--- src/rtl/clkdiv_pkg.sv ---
package clkdiv_pkg;

  localparam int N_CAND = 6;
  localparam int IDX_W  = $clog2(N_CAND);

  typedef enum logic [1:0] {
    ST_IDLE,
    ST_LAUNCH,
    ST_WAIT,
    ST_FINISH
  } sel_st_e;

  // allowed bus divisors, ascending; 5 and 7 are not allowed
  function automatic logic [3:0] cand_div(input logic [IDX_W-1:0] idx);
    case (idx)
      3'd0:    cand_div = 4'd1;
      3'd1:    cand_div = 4'd2;
      3'd2:    cand_div = 4'd3;
      3'd3:    cand_div = 4'd4;
      3'd4:    cand_div = 4'd6;
      default: cand_div = 4'd8;
    endcase
  endfunction

endpackage

--- src/rtl/clkdiv_seq_div.sv ---
module clkdiv_seq_div #(
  parameter int NUM_W = 32,
  parameter int DEN_W = 4
) (
  input  logic             clk_i,
  input  logic             rst_ni,
  input  logic             start_i,
  input  logic [NUM_W-1:0] num_i,
  input  logic [DEN_W-1:0] den_i,
  output logic             done_o,
  output logic [NUM_W-1:0] quo_o
);

  localparam int CNT_W = $clog2(NUM_W + 1);
  localparam int REM_W = DEN_W + 1;
  localparam int PW    = NUM_W + DEN_W + 1;

  logic [NUM_W-1:0] quo_q, num_q;
  logic [DEN_W-1:0] den_q;
  logic [REM_W-1:0] rem_q, rem_sh, rem_nx;
  logic [CNT_W-1:0] cnt_q;
  logic             run_q, done_q, ge;

  always_comb begin
    rem_sh = {rem_q[DEN_W-1:0], quo_q[NUM_W-1]};
    ge     = rem_sh >= {1'b0, den_q};
    rem_nx = ge ? rem_sh - {1'b0, den_q} : rem_sh;
  end

  always_ff @(posedge clk_i or negedge rst_ni) begin
    if (!rst_ni) begin
      quo_q  <= '0;
      num_q  <= '0;
      den_q  <= '0;
      rem_q  <= '0;
      cnt_q  <= '0;
      run_q  <= 1'b0;
      done_q <= 1'b0;
    end else if (start_i) begin
      quo_q  <= num_i;
      num_q  <= num_i;
      den_q  <= den_i;
      rem_q  <= '0;
      cnt_q  <= CNT_W'(NUM_W);
      run_q  <= 1'b1;
      done_q <= 1'b0;
    end else if (run_q) begin
      quo_q <= {quo_q[NUM_W-2:0], ge};
      rem_q <= rem_nx;
      cnt_q <= cnt_q - 1'b1;
      if (cnt_q == CNT_W'(1)) begin
        run_q  <= 1'b0;
        done_q <= 1'b1;
      end
    end else begin
      done_q <= 1'b0;
    end
  end

  assign done_o = done_q;
  assign quo_o  = quo_q;

  logic [PW-1:0] chk_sum;
  always_comb chk_sum = PW'(quo_q) * PW'(den_q) + PW'(rem_q);

  AST_DIV_EXACT: assert property (@(posedge clk_i) disable iff (!rst_ni)
    done_q |-> (chk_sum == PW'(num_q)) && (rem_q < {1'b0, den_q})) else $error("div");

endmodule

--- src/rtl/clkdiv_post.sv ---
module clkdiv_post #(
  parameter int FREQ_W = 32,
  parameter int DIV_W  = 4
) (
  input  logic              found_i,
  input  logic [FREQ_W-1:0] core_i,
  input  logic [FREQ_W-1:0] arm_i,
  input  logic [FREQ_W-1:0] bus_i,
  input  logic [FREQ_W-1:0] per_max_i,
  input  logic [DIV_W-1:0]  hdiv_i,
  output logic              ok_o,
  output logic [DIV_W-1:0]  hdiv_o,
  output logic [DIV_W:0]    pdiv_o,
  output logic              dvs_o,
  output logic [FREQ_W-1:0] arm_o
);

  logic              per_x2, per_bad, dvs;
  logic [FREQ_W-1:0] arm_up;

  always_comb begin
    per_x2  = bus_i > per_max_i;
    per_bad = per_x2 && ((bus_i >> 1) > per_max_i);
    arm_up  = (arm_i < bus_i) ? bus_i : arm_i;
    dvs     = arm_up < core_i;
    ok_o    = found_i && !per_bad;
    if (ok_o) begin
      hdiv_o = hdiv_i;
      pdiv_o = per_x2 ? {hdiv_i, 1'b0} : {1'b0, hdiv_i};
      dvs_o  = dvs;
      arm_o  = dvs ? bus_i : arm_up;
    end else begin
      hdiv_o = '0;
      pdiv_o = '0;
      dvs_o  = 1'b0;
      arm_o  = '0;
    end
  end

endmodule

--- src/rtl/clk_ratio_sel.sv ---
module clk_ratio_sel
  import clkdiv_pkg::*;
#(
  parameter int FREQ_W = 32,
  parameter int DIV_W  = 4,
  parameter int TOL_HZ = 1000
) (
  input  logic              clk_i,
  input  logic              rst_ni,
  input  logic              start_i,
  input  logic [FREQ_W-1:0] core_hz_i,
  input  logic [FREQ_W-1:0] arm_hz_i,
  input  logic [FREQ_W-1:0] bus_max_i,
  input  logic [FREQ_W-1:0] per_max_i,
  output logic              busy_o,
  output logic              done_o,
  output logic              valid_o,
  output logic [DIV_W-1:0]  hdiv_o,
  output logic [DIV_W:0]    pdiv_o,
  output logic              dvs_o,
  output logic [FREQ_W-1:0] arm_hz_o
);

  localparam int MAX_LAT = N_CAND * (FREQ_W + 2) + 2;
  localparam int LAT_W   = $clog2(MAX_LAT + 1) + 1;

  sel_st_e           state_q;
  logic [IDX_W-1:0]  idx_q;
  logic [FREQ_W-1:0] core_q, arm_q, lim_q, per_q, bus_q;
  logic [DIV_W-1:0]  hdiv_q;
  logic              found_q;

  logic              div_go, div_done;
  logic [FREQ_W-1:0] div_quo;
  logic              accept;
  logic [FREQ_W-1:0] arm_clamp, lim_init;

  logic              p_ok, p_dvs;
  logic [DIV_W-1:0]  p_hdiv;
  logic [DIV_W:0]    p_pdiv;
  logic [FREQ_W-1:0] p_arm;

  assign div_go = (state_q == ST_LAUNCH);
  assign busy_o = (state_q != ST_IDLE);

  always_comb begin
    arm_clamp = (arm_hz_i > core_hz_i) ? core_hz_i : arm_hz_i;
    lim_init  = (arm_clamp < core_hz_i && arm_clamp < bus_max_i) ? arm_clamp : bus_max_i;
    accept    = {1'b0, div_quo} <= ({1'b0, lim_q} + (FREQ_W+1)'(TOL_HZ));
  end

  clkdiv_seq_div #(.NUM_W(FREQ_W), .DEN_W(DIV_W)) u_div (
    .clk_i   (clk_i),
    .rst_ni  (rst_ni),
    .start_i (div_go),
    .num_i   (core_q),
    .den_i   (cand_div(idx_q)),
    .done_o  (div_done),
    .quo_o   (div_quo)
  );

  clkdiv_post #(.FREQ_W(FREQ_W), .DIV_W(DIV_W)) u_post (
    .found_i   (found_q),
    .core_i    (core_q),
    .arm_i     (arm_q),
    .bus_i     (bus_q),
    .per_max_i (per_q),
    .hdiv_i    (hdiv_q),
    .ok_o      (p_ok),
    .hdiv_o    (p_hdiv),
    .pdiv_o    (p_pdiv),
    .dvs_o     (p_dvs),
    .arm_o     (p_arm)
  );

  always_ff @(posedge clk_i or negedge rst_ni) begin
    if (!rst_ni) begin
      state_q  <= ST_IDLE;
      idx_q    <= '0;
      core_q   <= '0;
      arm_q    <= '0;
      lim_q    <= '0;
      per_q    <= '0;
      bus_q    <= '0;
      hdiv_q   <= '0;
      found_q  <= 1'b0;
      done_o   <= 1'b0;
      valid_o  <= 1'b0;
      hdiv_o   <= '0;
      pdiv_o   <= '0;
      dvs_o    <= 1'b0;
      arm_hz_o <= '0;
    end else begin
      done_o <= 1'b0;
      case (state_q)
        ST_IDLE: if (start_i) begin
          core_q  <= core_hz_i;
          arm_q   <= arm_clamp;
          lim_q   <= lim_init;
          per_q   <= per_max_i;
          idx_q   <= '0;
          found_q <= 1'b0;
          state_q <= ST_LAUNCH;
        end
        ST_LAUNCH: state_q <= ST_WAIT;
        ST_WAIT: if (div_done) begin
          if (accept) begin
            bus_q   <= div_quo;
            hdiv_q  <= cand_div(idx_q);
            found_q <= 1'b1;
            state_q <= ST_FINISH;
          end else if (idx_q == IDX_W'(N_CAND - 1)) begin
            state_q <= ST_FINISH;
          end else begin
            idx_q   <= idx_q + 1'b1;
            state_q <= ST_LAUNCH;
          end
        end
        default: begin
          valid_o  <= p_ok;
          hdiv_o   <= p_hdiv;
          pdiv_o   <= p_pdiv;
          dvs_o    <= p_dvs;
          arm_hz_o <= p_arm;
          done_o   <= 1'b1;
          state_q  <= ST_IDLE;
        end
      endcase
    end
  end

  logic [LAT_W-1:0] lat_q;
  always_ff @(posedge clk_i or negedge rst_ni) begin
    if (!rst_ni)     lat_q <= '0;
    else if (busy_o) lat_q <= lat_q + 1'b1;
    else             lat_q <= '0;
  end

  AST_LATENCY: assert property (@(posedge clk_i) disable iff (!rst_ni)
    lat_q <= LAT_W'(MAX_LAT)) else $error("lat");
  AST_DONE_PULSE: assert property (@(posedge clk_i) disable iff (!rst_ni)
    done_o |=> !done_o) else $error("pulse");
  AST_DONE_IDLE: assert property (@(posedge clk_i) disable iff (!rst_ni)
    done_o |-> !busy_o) else $error("idle");
  AST_HELD: assert property (@(posedge clk_i) disable iff (!rst_ni)
    !done_o |-> $stable({valid_o, hdiv_o, pdiv_o, dvs_o, arm_hz_o})) else $error("held");
  AST_HDIV_LEGAL: assert property (@(posedge clk_i) disable iff (!rst_ni)
    valid_o |-> (hdiv_o inside {4'd1, 4'd2, 4'd3, 4'd4, 4'd6, 4'd8})) else $error("hdiv");
  AST_PDIV_MULT: assert property (@(posedge clk_i) disable iff (!rst_ni)
    valid_o |-> (pdiv_o == {1'b0, hdiv_o} || pdiv_o == {hdiv_o, 1'b0})) else $error("pdiv");
  AST_INVALID_ZERO: assert property (@(posedge clk_i) disable iff (!rst_ni)
    !valid_o |-> (hdiv_o == '0 && pdiv_o == '0 && !dvs_o && arm_hz_o == '0)) else $error("zero");

endmodule

--- config.mk ---
export PLATFORM = sky130hd
export DESIGN_NAME = clk_ratio_sel
export DESIGN_NICKNAME = d
export VERILOG_FILES = /design/src/rtl/clkdiv_pkg.sv /design/src/rtl/clkdiv_seq_div.sv /design/src/rtl/clkdiv_post.sv /design/src/rtl/clk_ratio_sel.sv
export SDC_FILE = /design/constraint.sdc
export NUM_CORES = 1
export LEC_CHECK = 0
export ABC_AREA = 1
export CORE_MARGIN = 2
export CORE_UTILIZATION = 50
export CTS_BUF_LIST = sky130_fd_sc_hd__clkbuf_8
export CTS_CLUSTER_SIZE = 20
export DETAILED_ROUTE_END_ITERATION = 8
export MAX_ROUTING_LAYER = met4
export PLACE_DENSITY = 0.71
export SLEW_MARGIN = 20
export SYNTH_ARGS = -nofsm -noshare
export SYNTH_HDL_FRONTEND = slang
export SYNTH_SLANG_ARGS = --single-unit
--- constraint.sdc ---
create_clock -name clk_i -period 4.5 [get_ports clk_i]
set_input_delay 0.9 -clock clk_i [delete_from_list [all_inputs] [get_ports clk_i]]
set_output_delay 0.9 -clock clk_i [all_outputs]
set_load 0.05 [all_outputs]
==> out/results.ini <==
[cts]
cts_sinks = 262
cts_hold_buf = 0
h-tree-depth = 2
clkLatencyLatePin_ps = 580
clockRootBuffer = clkbuf_8
cts.path.max_buffers = 3
numCtsBuffers = 45
cts_tree = done
clkTransAtPathRegs_ps = 70

[global_route]
grt_use_total_pct = 28.1
antenna_found_initial = 0
grt_max_degree = 162
first_global_vias = 16700
grt_pass1_wl_mm = 84.7
gr-total-overflow = 0

[floorplan]
rows = 70
dieArea_um2 = 38300
core_area_um2 = 36400
ioPinCount = 176
die_w_um = 196
start_util_pct = 50.4
die_h_um = 196

[sta]
timing.final.max_slew_violations = 0
hold_viol = 0
period_minus_slack_ps = 4250
fmax_ghz = 0.235
setup_violations = 0
worstMarginPinSlew_ps = 895
slew_headroom_pct = 40.0
post-route-period-util_pct = 94.4
fin_skew_ps = 25.5

[worst_setup_path]
crit_buf_inv = 4
crit_path_start = core_hz_i[19]
path_cells = clkdlybuf4s50_1 > inv_1 > ha_1 > a21oi_1 > nand2_1 > nand2_1 > nand3_1 > a21oi_4 > nand2_4 > nand2_4 > nand2_1 > o21ai_1 > ha_1 > a21oi_1 > nor2_1 > a2111oi_2 > o2111ai_2 > nor3_2 > buf_6 > nand3_4 > buf_12 > nand2_1 > nand3_1 > nand2_1
path_max_fanout = 18
slowest_stage = clkdlybuf4s50_1
worstReg2RegStart = lim_q[8]
timing.critical_path.mode_cell = nand2_1
worstPathArrival_ps = 4750
endpoint_kind = flip-flop
critPathLaunchType = input pin
worst-setup-path-type = input pin to flip-flop
crit_family = simple AND/OR/NAND/NOR gates
max_stage_delay_ps = 450
critPathRequiredTime_ps = 5010

[yosys]
synthArstFlopShare_pct = 100
syn_inst = 2397
synth-main-ff-cell = dfrtp_1
yosysWarningCount = 0
syn_nets = 2791
avgSynthCellArea_um2 = 7.67
synth_edf_count = 0
ys_types = 53
synth-seq-area-share_pct = 35.7
yosys_register_bits = 262
synth_area_um2 = 18400

[final_layout]
mostFrequentLayoutCell = nand2_1
drive_gt1_share_pct = 10.1
syn_to_final_growth_pct = 23.8
final_cell_mix = 664 x nand2_1, 340 x inv_1, 262 x ha_1
fill_cells = 3258
n_antenna_cell = 0
final_nets = 3083
stdcell_count = 3190

[worst_hold_path]
hold_class = input pin to asynchronous set/reset pin

[status]
status = completed

[routing]
ant_nets = 0
routed_wl_mm = 52.0
drtIter0Drc = 1121
firstDrtPassIters = 5
post_drt_wl_per_cell_um = 16.3
via_count = 17300
via_per_inst = 5.43
drc = 0

[power]
vdd_drop_max_v = 0.000450
p_leak_nw = 11.7
p_total_w = 0.0147
power_density_nw_per_um2 = 647

[placed_design]
gp_congestion = 0.977
placedCellCount = 3104
numPortBuffers = 175
hpwl_mm = 40.8

[run]
max_cap_viol_count = 0

[sequential cells by signal (all words and copies together) (netlist names), 4 cells and up]
name / cells
u_div.rem_q: 4
core_q: 32
u_div.cnt_q: 6
u_div.quo_o: 32
lim_q: 32
arm_hz_o: 32
hdiv_o: 4
per_q: 32
hdiv_q: 4
u_div.den_q: 4
bus_q: 32
pdiv_o: 5
arm_q: 32
[worst register-to-register path, stage by stage (launching register included)]
cell and delay, ps:
dfrtp_1 450, nor2_1 60, nand2_1 60, nor4_1 70, nor3_2 210, nand3_2 150
nor2_4 160, nand3_2 120, nor3_4 200, nand4_1 280, nor4_4 270, nand2_1 130
xor2_1 160, ha_1 350, nand2_1 110, nor2_1 50, a211oi_1 180, nand2_1 80
nand2_1 60, nand2_1 50, a21oi_1 140, nor2_1 70, nand2_2 130, nand3_2 130
inv_4 100, buf_12 170, nand2_1 80, o21ai_0 80
[metrics by stage]
stage	area (um^2)	setup WS [ps]	utilization, %	hold WS (ps)	TNS [ps]
after global placement	21600	-496	59.4	463	-15470
after detailed placement	21600	-652	59.4	466	-20230
final	22700	254	62.4	334	0
after floorplan	18400	105	-	449	0
after global routing	22700	-6.85	62.4	394	-6.85
after CTS	22600	78.5	62.0	356	0
[routing by layer]
layer	share of wire [%]	wire [um]	track usage, %	vias up
li1	-	-	-	8572
met1	48	25100	40.1	8141
met2	43	22500	42.4	522
met3	6.0	3120	3.30	88
met4	2.7	1420	8.02	0
met5	0	0	-	-
[synthesized netlist by cell type, types with 9 or more instances]
cell      number  area share, %
nand2_1      668             14
inv_1        329            6.7
a211oi_1      11           0.45
a22oi_1       10           0.41
xnor2_1        9           0.43
nand3_1      129            3.5
nor3_1        15           0.41
o21ai_0      248            6.8
o211ai_1      10           0.41
o221ai_1      21            1.0
ha_1         262             18
nand4_1       62            2.1
dfrtp_1      262             36
nor2_1        71            1.5
a21oi_1      115            3.1
xor2_1        15           0.71
clkbuf_1      56            1.1
nor4_1        12           0.41
buf_2         15           0.41
[where the power goes]
| group | switching [W] | total (W) | internal, W |
|---|---|---|---|
| logic | 0.00502 | 0.00828 | 0.00325 |
| clock network | 0.00101 | 0.00229 | 0.00128 |
| registers | 0.000865 | 0.00416 | 0.00329 |
| total | 0.00690 | 0.0147 | 0.00782 |
[logic make-up (layout without fill, tap and decap cells)]
kind of cell	Yosys count	after routing	synth area share [%]
compound gates	441	441	13.3
xor+xnor	24	24	1.14
fa+ha+maj	263	263	17.9
buf+inv	418	742	8.95
flops	262	262	35.7
simple gates	989	990	23.0
[final cells by class]
class,count,area [um^2],share of cell area (%)
clock buffer,55,757,3.33
clock inverter,25,189,0.831
inverter,334,1260,5.52
multi-input combinational,1718,10300,45.3
sequential,262,6560,28.8
tap,468,586,2.57
timing repair buffer,328,3100,13.6
[timing repair]
item,in CTS,in global routing
endpoints found under the setup margin,31,89
buffers inserted,0,5
resized for setup,2,39
cloned,0,1
pin swaps,0,9
[final timing paths]
kind	to	slack, ps	depth (start not counted)
max	lim_q[12]	250	24
min	arm_q[3]	330	1
max reg2reg	bus_q[5]	280	27
min reg2reg	arm_hz_o[20]	480	2
max in group asynchronous	u_div.rem_q[2]	3100	2
min in group clk_i	arm_hz_o[20]	480	2
Power figures use the tool's default switching activity.
